**config.mk**
```make
export PLATFORM = sky130hd
export DESIGN_NAME = mbx_inbox
export DESIGN_NICKNAME = d
export VERILOG_FILES = /design/src/rtl/mbx_pkg.sv /design/src/rtl/mbx_regif.sv /design/src/rtl/mbx_chan.sv /design/src/rtl/mbx_irq.sv /design/src/rtl/mbx_inbox.sv
export SDC_FILE = /design/constraint.sdc
export NUM_CORES = 1
export LEC_CHECK = 0
export BUFFER_PORTS_ARGS = -buffer_cell sky130_fd_sc_hd__buf_2
export CAP_MARGIN = 10
export CORE_ASPECT_RATIO = 0.5
export CORE_MARGIN = 1.5
export CORE_UTILIZATION = 30
export DETAILED_ROUTE_END_ITERATION = 7
export PLACE_DENSITY_LB_ADDON = 0.1
export SLEW_MARGIN = 30
export SYNTH_ARGS = -nofsm -noshare
export SYNTH_HDL_FRONTEND = slang
export SYNTH_HIERARCHICAL = 1
export SYNTH_SLANG_ARGS = --single-unit
export TNS_END_PERCENT = 10
```
**constraint.sdc**
```tcl
create_clock -name clk -period 2.5 [get_ports clk]
set_input_delay 0 -clock clk [delete_from_list [all_inputs] [get_ports clk]]
set_output_delay 0 -clock clk [all_outputs]
set_load 0.005 [all_outputs]
```
**src/rtl/mbx_pkg.sv**
```systemverilog
package mbx_pkg;
    localparam int CH_COUNT  = 8;
    localparam int WORD_W    = 32;
    localparam int ADDR_W    = 8;
    localparam int ID_W      = $clog2(CH_COUNT);
    localparam int SRC_COUNT = 3;

    localparam logic [ADDR_W-1:0] OFS_ID    = 8'h00;
    localparam logic [ADDR_W-1:0] OFS_LO    = 8'h04;
    localparam logic [ADDR_W-1:0] OFS_HI    = 8'h08;
    localparam logic [ADDR_W-1:0] OFS_TRIG  = 8'h0C;
    localparam logic [ADDR_W-1:0] OFS_CLR   = 8'h10;
    localparam logic [ADDR_W-1:0] OFS_STAT  = 8'h14;
    localparam logic [ADDR_W-1:0] OFS_PEND  = 8'h18;
    localparam logic [ADDR_W-1:0] OFS_MASK  = 8'h1C;

    // event source bit positions
    localparam int SRC_REL = 0;
    localparam int SRC_OVF = 1;
    localparam int SRC_DLV = 2;

    typedef struct packed {
        logic [WORD_W-1:0] hi;
        logic [WORD_W-1:0] lo;
    } msg_t;

    localparam int MSG_W = $bits(msg_t);

    typedef struct packed {
        logic [CH_COUNT-1:0] dlv;
        logic [CH_COUNT-1:0] ovf;
        logic [CH_COUNT-1:0] busy;
    } flags_t;

    function automatic logic [WORD_W-1:0] status_word(flags_t f);
        return {{(WORD_W - 3*CH_COUNT){1'b0}}, f};
    endfunction
endpackage

```
**src/rtl/mbx_regif.sv**
```systemverilog
module mbx_regif
    import mbx_pkg::*;
(
    input  logic                 clk,
    input  logic                 rst,
    input  logic                 reg_wr,
    input  logic [ADDR_W-1:0]    reg_addr,
    input  logic [WORD_W-1:0]    reg_wdata,
    output msg_t                 msg_lat,
    output logic [ID_W-1:0]      id_lat,
    output logic [SRC_COUNT-1:0] mask,
    output logic                 trig,
    output logic [CH_COUNT-1:0]  clr_dlv,
    output logic [CH_COUNT-1:0]  clr_ovf,
    output logic                 pend_clr
);
    always_ff @(posedge clk) begin
        if (rst) begin
            msg_lat <= '0;
            id_lat  <= '0;
            mask    <= '1;
        end else if (reg_wr) begin
            case (reg_addr)
                OFS_LO:   msg_lat.lo <= reg_wdata;
                OFS_HI:   msg_lat.hi <= reg_wdata;
                OFS_ID:   id_lat     <= reg_wdata[ID_W-1:0];
                OFS_MASK: mask       <= reg_wdata[SRC_COUNT-1:0];
                default: ;
            endcase
        end
    end

    always_comb begin
        trig     = reg_wr && (reg_addr == OFS_TRIG) && reg_wdata[0];
        pend_clr = reg_wr && (reg_addr == OFS_PEND) && reg_wdata[0];
        clr_dlv  = '0;
        clr_ovf  = '0;
        if (reg_wr && reg_addr == OFS_CLR) begin
            clr_dlv = reg_wdata[2*CH_COUNT +: CH_COUNT];
            clr_ovf = reg_wdata[CH_COUNT +: CH_COUNT];
        end
    end
endmodule

```
**src/rtl/mbx_chan.sv**
```systemverilog
module mbx_chan
    import mbx_pkg::*;
(
    input  logic clk,
    input  logic rst,
    input  logic trig_hit,
    input  msg_t msg_in,
    input  logic fetch,
    input  logic clr_dlv,
    input  logic clr_ovf,
    output logic busy,
    output logic dlv,
    output logic ovf,
    output msg_t slot,
    output logic ev_accept,
    output logic ev_drop,
    output logic ev_release
);
    always_comb begin
        ev_accept  = trig_hit && !busy;
        ev_drop    = trig_hit && busy;
        ev_release = fetch && busy;
    end

    always_ff @(posedge clk) begin
        if (rst) begin
            busy <= 1'b0;
            dlv  <= 1'b0;
            ovf  <= 1'b0;
            slot <= '0;
        end else begin
            if (ev_accept)       busy <= 1'b1;
            else if (ev_release) busy <= 1'b0;
            if (ev_accept)       dlv  <= 1'b1;
            else if (clr_dlv)    dlv  <= 1'b0;
            if (ev_drop)         ovf  <= 1'b1;
            else if (clr_ovf)    ovf  <= 1'b0;
            if (ev_accept)       slot <= msg_in;
        end
    end

    a_r4_busy_falls_on_fetch: assert property (@(posedge clk) disable iff (rst)
        $fell(busy) |-> $past(fetch));
    a_r5_drop_keeps_slot: assert property (@(posedge clk) disable iff (rst)
        ev_drop |=> ($stable(slot) && ovf));
    a_r3_accept_marks: assert property (@(posedge clk) disable iff (rst)
        ev_accept |=> (busy && dlv));
    a_r6_clear_spares_busy: assert property (@(posedge clk) disable iff (rst)
        (busy && !fetch) |=> busy);
endmodule

```
**src/rtl/mbx_irq.sv**
```systemverilog
module mbx_irq
    import mbx_pkg::*;
(
    input  logic                 clk,
    input  logic                 rst,
    input  logic [SRC_COUNT-1:0] ev,
    input  logic [SRC_COUNT-1:0] mask,
    input  logic                 pend_clr,
    output logic [SRC_COUNT-1:0] pend,
    output logic                 irq
);
    logic [SRC_COUNT-1:0] kept;

    always_comb begin
        kept = pend_clr ? '0 : pend;
        irq  = |pend;
    end

    always_ff @(posedge clk) begin
        if (rst) pend <= '0;
        else     pend <= kept | (ev & ~mask);
    end

    for (genvar s = 0; s < SRC_COUNT; s++) begin : g_src
        a_r8_pend_needs_unmasked: assert property (@(posedge clk) disable iff (rst)
            $rose(pend[s]) |-> $past(ev[s] && !mask[s]));
    end

    a_r9_irq_sticky: assert property (@(posedge clk) disable iff (rst)
        (irq && !pend_clr) |=> irq);
endmodule

```
**src/rtl/mbx_inbox.sv**
```systemverilog
module mbx_inbox
    import mbx_pkg::*;
(
    input  logic                       clk,
    input  logic                       rst,
    input  logic                       reg_wr,
    input  logic [ADDR_W-1:0]          reg_addr,
    input  logic [WORD_W-1:0]          reg_wdata,
    output logic [WORD_W-1:0]          reg_rdata,
    input  logic [CH_COUNT-1:0]        rmt_fetch,
    output logic [CH_COUNT-1:0]        rmt_busy,
    output logic [CH_COUNT*MSG_W-1:0]  rmt_msg,
    output logic                       irq
);
    msg_t                 msg_lat;
    logic [ID_W-1:0]      id_lat;
    logic [SRC_COUNT-1:0] mask;
    logic                 trig;
    logic [CH_COUNT-1:0]  clr_dlv, clr_ovf;
    logic                 pend_clr;
    logic [SRC_COUNT-1:0] pend;
    flags_t               flags;
    logic [CH_COUNT-1:0]  acc_v, drop_v, rel_v;
    logic [SRC_COUNT-1:0] ev;

    mbx_regif u_regif (
        .clk(clk), .rst(rst), .reg_wr(reg_wr), .reg_addr(reg_addr),
        .reg_wdata(reg_wdata), .msg_lat(msg_lat), .id_lat(id_lat),
        .mask(mask), .trig(trig), .clr_dlv(clr_dlv), .clr_ovf(clr_ovf),
        .pend_clr(pend_clr)
    );

    for (genvar c = 0; c < CH_COUNT; c++) begin : g_ch
        msg_t slot_c;
        mbx_chan u_chan (
            .clk(clk), .rst(rst),
            .trig_hit(trig && (id_lat == ID_W'(c))),
            .msg_in(msg_lat), .fetch(rmt_fetch[c]),
            .clr_dlv(clr_dlv[c]), .clr_ovf(clr_ovf[c]),
            .busy(flags.busy[c]), .dlv(flags.dlv[c]), .ovf(flags.ovf[c]),
            .slot(slot_c), .ev_accept(acc_v[c]), .ev_drop(drop_v[c]),
            .ev_release(rel_v[c])
        );
        assign rmt_msg[c*MSG_W +: MSG_W] = slot_c;
    end

    always_comb begin
        ev          = '0;
        ev[SRC_REL] = |rel_v;
        ev[SRC_OVF] = |drop_v;
        ev[SRC_DLV] = |acc_v;
        rmt_busy    = flags.busy;
    end

    mbx_irq u_irq (
        .clk(clk), .rst(rst), .ev(ev), .mask(mask), .pend_clr(pend_clr),
        .pend(pend), .irq(irq)
    );

    always_comb begin
        reg_rdata = '0;
        case (reg_addr)
            OFS_ID:   reg_rdata = WORD_W'(id_lat);
            OFS_LO:   reg_rdata = msg_lat.lo;
            OFS_HI:   reg_rdata = msg_lat.hi;
            OFS_STAT: reg_rdata = status_word(flags);
            OFS_PEND: reg_rdata = WORD_W'(pend);
            OFS_MASK: reg_rdata = WORD_W'(mask);
            default:  reg_rdata = '0;
        endcase
    end

    a_r3_single_accept: assert property (@(posedge clk) disable iff (rst)
        $onehot0(acc_v | drop_v));
endmodule

```
# Yosys cells after proc, flatten, opt, wreduce, memory -nomap -nowiden
# Cells that the tools add are included.
# word_totals
regBits	609
inputBits	51
output_inout_bits	553
wordCells	193
# classes
eq_ne	14
n_mux	52
n_bitwise	3
n_reduce_logical	79
# op_table
op	n
case mux 32 bit (6 select lines)	1
2-to-1 mux 1 bit	48
nonzero test 2 bit	24
logical AND 1 bit	37
== test 8 x 5 -> 1 bit, second input constant	4
OR reduction 8 bit	3
== test 8 x 4 -> 1 bit, second input constant	2
2-to-1 mux 8 bit	2
== test 3 bit, second input constant	4
== test 8 x 3 -> 1 bit, second input constant	1
zero test 1 bit	8
zero test 8 bit	1
AND reduction 2 bit	4
== test 3 x 2 -> 1 bit, second input constant	2
bitwise AND 3 bit	1
== test 3 x 1 -> 1 bit, second input constant	1
zero test 3 bit	1
2-to-1 mux 3 bit	1
NOT 3 bit	1
OR 3 bit	1
OR reduction 3 bit	1

# Depth between registers and ports, before layout
# logic_depth
ltp_word	8
depth_mapped	12
mapped_depth_nobuf	11

# Hierarchy
# The synthesis kept the hierarchy.
# modules_own_cells
mod	instances	cells_per_inst	area_each_um2	seq_area_each_um2
mbx_chan	8	304	3025.4	1341.3
mbx_regif	1	294	3084.2	1401.3
mbx_inbox	1	129	933.4	0.0
mbx_irq	1	13	118.9	60.1

# Least setup slack after synthesis
# Ideal clock, no wire load.
# synth_path
kind	input port to flip-flop
start	input port reg_addr[5]
end	register u_irq.pend[2]
setup_ps	70
arrival_time_ps	1899
required_ps	2430
path_slack_ps	531
cell_stages	12
path_buffers	2
cell_sequence	nor4b_4 -> nand3_1 -> nor3b_1 -> nand2b_1 -> nor3_1 -> nor2b_2 -> buf_6 -> buf_4 -> nor4_1 -> nand2_1 -> nand2b_1 -> a21oi_1
# synth_via
elab_chain_cells	8
word_cells_on_any_way	26
cone_classes	eq/ne (2); mux (1); bitwise (2); reduce/logical (21)
# synth_rtl
element	line_no	rtl
from (decl)	mbx_inbox.sv:7	input logic [ADDR_W-1:0] reg_addr,
== test 8 x 4 -> 1 bit	mbx_regif.sv:34	trig = reg_wr && (reg_addr == OFS_TRIG) && reg_wdata[0];
logical AND 1 bit (2 in series)	mbx_regif.sv:34	
net trig	mbx_inbox.sv:18	logic trig;
logical AND 1 bit	mbx_inbox.sv:37	.trig_hit(trig && (id_lat == ID_W'(c))),
logical AND 1 bit	mbx_chan.sv:20	ev_accept = trig_hit && !busy;
net acc_v[0]	mbx_inbox.sv:23	logic [CH_COUNT-1:0] acc_v, drop_v, rel_v;
OR reduction 8 bit	mbx_inbox.sv:51	ev[SRC_DLV] = |acc_v;
net ev[2]	mbx_inbox.sv:24	logic [SRC_COUNT-1:0] ev;
bitwise AND 3 bit	mbx_irq.sv:21	else pend <= kept | (ev & ~mask);
OR 3 bit	mbx_irq.sv:21	
to (signal assigned)	mbx_irq.sv:21	
to (decl)	mbx_irq.sv:9	output logic [SRC_COUNT-1:0] pend,
# The timed path passes the listed nets, and every way through them passes these cells.
# A chain may end at the register's enable or synchronous reset.

# Worst setup path in the final report
# layout_path
start	register g_ch[7].u_chan.busy
end	output port reg_rdata[7]
# layout_via
elab_chain_cells	1
# layout_rtl
element	line_no	rtl
from (decl)	mbx_chan.sv:11	output logic busy,
from (signal assigned)	mbx_chan.sv:27	busy <= 1'b0;
from (signal assigned)	mbx_chan.sv:32	if (ev_accept) busy <= 1'b1;
from (signal assigned)	mbx_chan.sv:33	else if (ev_release) busy <= 1'b0;
case mux 32 bit (6 select lines)	mbx_inbox.sv:62	case (reg_addr)
to (decl)	mbx_inbox.sv:9	output logic [WORD_W-1:0] reg_rdata,
# Every way passes these cells.

==> results by group <==
Run status
  – Outcome: finished, violations left
  – Failing checks: design-rule violations

Worst setup path
  – Worst Setup End Kind: output pin
  – Reg-to-reg critical path endpoint: g_ch[2].u_chan/slot[58]
  – R2R setup slack: 0.70 ns
  – CP Launch Point: g_ch[7].u_chan/busy
  – CP max FO: 46
  – Startpoint type of the worst setup path: flop
  – Reg2reg path depth: 3
  – CP arrival: 2.34 ns
  – CP Class: flop to output pin
  – Critical Path RT: 2.50 ns
  – Worst R2R Start: g_ch[2].u_chan/busy

Cells and area
  – Layout fillers: 9,490
  – Commonest non-fill, non-tap cell in the layout: nand2b_1
  – Nets@finish: 3,483
  – Commonest non-fill, non-tap cells in the layout: nand2b_1 (628), buf_2 (602), dfxtp_1 (601)
  – Share of cells above drive strength 1: 0.2618
  – Layout area overhead: 25.74%
  – Final instance area: 35,640 um^2
  – Fin util: 0.3819

Placement
  – Placed inst area: 33,020 um^2
  – Port-buffer cells: 603
  – DPL Wire Length: 80,770 um
  – RD Place Congestion: 0.8027
  – Setup WS pre-CTS: 0.2506 ns

Timing
  – Final setup vio count: 0
  – Final hold violation count: 0
  – RSZ-0062 raised after global routing: no
  – Worst Tran Pin Value: 0.8070 ns
  – Final TNS setup: 0 ns
  – Final WS setup: 0.1571 ns
  – Fmax: 426.8 MHz
  – Fin. max-slew vios: 0
  – Ratio of final minimum period to clock period: 0.9371
  – Slew margin rel.: 0.4620
  – Min Tclk post-route: 2.343 ns
  – Clock skew: 0.01990 ns

Floorplan
  – Die X: 437.7 um
  – Die Span Y: 220.3 um
  – Initial Util: 0.3037
  – Num rows: 79
  – Core region area: 93,310 um^2
  – Die footprint: 96,430 um^2
  – IO Pins: 604

Synthesis
  – Post-synth EDFFs: 0
  – Ys async rst share: 0
  – Syn_nets: 2,919
  – Netlist cell types: 39
  – Top FF cell, synth: dfxtp_1
  – Mapped cell area: 28,340 um^2
  – Gate Count Post-Synth: 2,868
  – #FFs+latches synth: 609
  – Cells taking the most area after synthesis: dfxtp_1 (43%), nand4bb_1 (20%), nand2b_1 (14%)
  – Yosys warning count: 6
  – Synth area leader: dfxtp_1
  – Syn_area_per_cell: 9.881 um^2
  – Seq/Total Area, Yosys: 0.4302
  – Yosys top cell area share: 0.4302

Min path
  – Hold EP: u_regif/mask[0]
  – Worst hold-check path type: primary input to flop
  – Hold path depth: 5
  – Hold Startpoint: reg_addr[1]

Global routing
  – GRT Total Usage: 0.2404
  – First-pass GRT wire length: 169,200 um
  – Largest net degree at the start of global routing: 160
  – Vias in the first global route: 22,940
  – Initial antenna violation count: 5
  – GRT overflow: 0

Detailed routing
  – ANT nets after route: 0
  – Wire per inst: 25.70 um
  – Routed wire length: 121,800 um
  – Drt first-iter violations: 1,811
  – WL met2: 59,090 um
  – DRT Pass-1 Iters: 8
  – DR DRC count: 24
  – Max Used Layer: met5
  – Via count: 24,250
  – Met1 Wirelength: 54,380 um
  – WL met3: 3861 um
  – Vias per cell: 5.118

Clock tree
  – Clock Latency Late Sink: 0.64 ns
  – Post-CTS Setup Bufs: 0
  – Worst-path clk slew: 0.07 ns
  – CTS buffer count: 67
  – CTS Sinks: 609
  – # hold bufs at CTS: 49
  – CTS tree: done
  – Post-CTS Resized: 0
  – Root Buffer: clkbuf_16
  – CTS Buffer Depth: 3
  – Maximum level of the CTS H-tree: 3

Job
  – MaxCap Viol Count: 0

Power
  – Worst IR Drop VDD: 0.3935 mV
  – P per Cell Area: 575.6 nW/um^2
  – Static leakage: 13.84 nW
==> area by class of cell <==
cell class / count / area, um^2 / share of cell area
Antenna cell: 3 / 7.507 / 0.0002107
Clock buffer: 103 / 2017 / 0.05660
Clock inverter: 14 / 102.6 / 0.002879
Inverter: 11 / 41.29 / 0.001159
Multi-Input combinational cell: 1927 / 14460 / 0.4058
Sequential cell: 609 / 12210 / 0.3426
Tap cell: 1255 / 1570 / 0.04406
Timing Repair Buffer: 816 / 5225 / 0.1466
==> metrics by stage <==
stage	hold WS (ns)	instances	power (W)
after CTS	0.004349	4735	0.02076
final	0.05428	4738	0.02051
after global placement	0.2951	4569	0.01060
after global routing	0.05338	4736	0.02122
after floorplan	0.06907	2868	0.01042
after detailed placement	0.3002	4569	0.01060
==> cells in the mapped netlist (2+ instances only) <==
cell	n
a21oi_1	11
nand4bb_1	512
o21ai_1	464
mux2i_1	72
and4b_1	2
buf_2	155
nand2b_1	628
o21ai_0	48
a22oi_1	31
o2bb2ai_1	18
nor4_1	6
o21ba_2	8
buf_4	59
dfxtp_1	609
inv_1	11
nor2_1	29
nor2b_2	8
o22ai_1	2
nor2b_1	9
nand3_1	4
clkbuf_1	92
mux2_2	6
o2bb2ai_2	3
and2_1	24
nor3b_1	3
buf_6	14
a221oi_1	2
nor3_1	12
nand2_1	16
==> sequential cells by signal, summed over array words and instances, names as in the netlist <==
register	cells
g_ch.u_chan/slot	512
u_regif/msg_lat	64
g_ch.u_chan/busy	8
g_ch.u_chan/dlv	8
g_ch.u_chan/ovf	8
u_irq/pend	3
u_regif/id_lat	3
u_regif/mask	3
==> report_power, final <==
part           switching (W)  total (W)  internal (W)
Combinational       0.000347   0.000752      0.000404
Clock                0.00440     0.0101       0.00566
Sequential        0.00000310    0.00970       0.00970
==> layer usage <==
metal	GRT usage	up-vias
met1	0.3113	12200
li1	-	11360
met2	0.4094	509
met4	0.09051	2
met5	0	-
met3	0.03166	179
==> worst max-delay path: stages, from the launching register on <==
cell and delay (ns):
dfxtp_4 0.79, buf_4 0.43, o2bb2ai_1 0.27, buf_2 0.19
==> how the worst max path moves through the flow <==
stage | to | slack, ns | cells past startpoint
finish | reg_rdata[7] | 0.16 | 3
global route | reg_rdata[7] | 0.07 | 3
CTS | reg_rdata[7] | 0.08 | 3
detailed placement | g_ch[2].u_chan/slot[58] | 0.25 | 12
global placement | g_ch[1].u_chan/slot[59] | 0.29 | 11
floorplan | u_irq/pend[2] | 0.53 | 12
==> logic make-up after synthesis <==
logic type             Yosys count  synth area share
and+or+nand+nor               1262            0.3675
buffers and inverters          332           0.06291
muxes                           78           0.02781
AOI/OAI and AO/OA              587            0.1116
DFF                            609            0.4302
(Power assumes the default switching activity.)
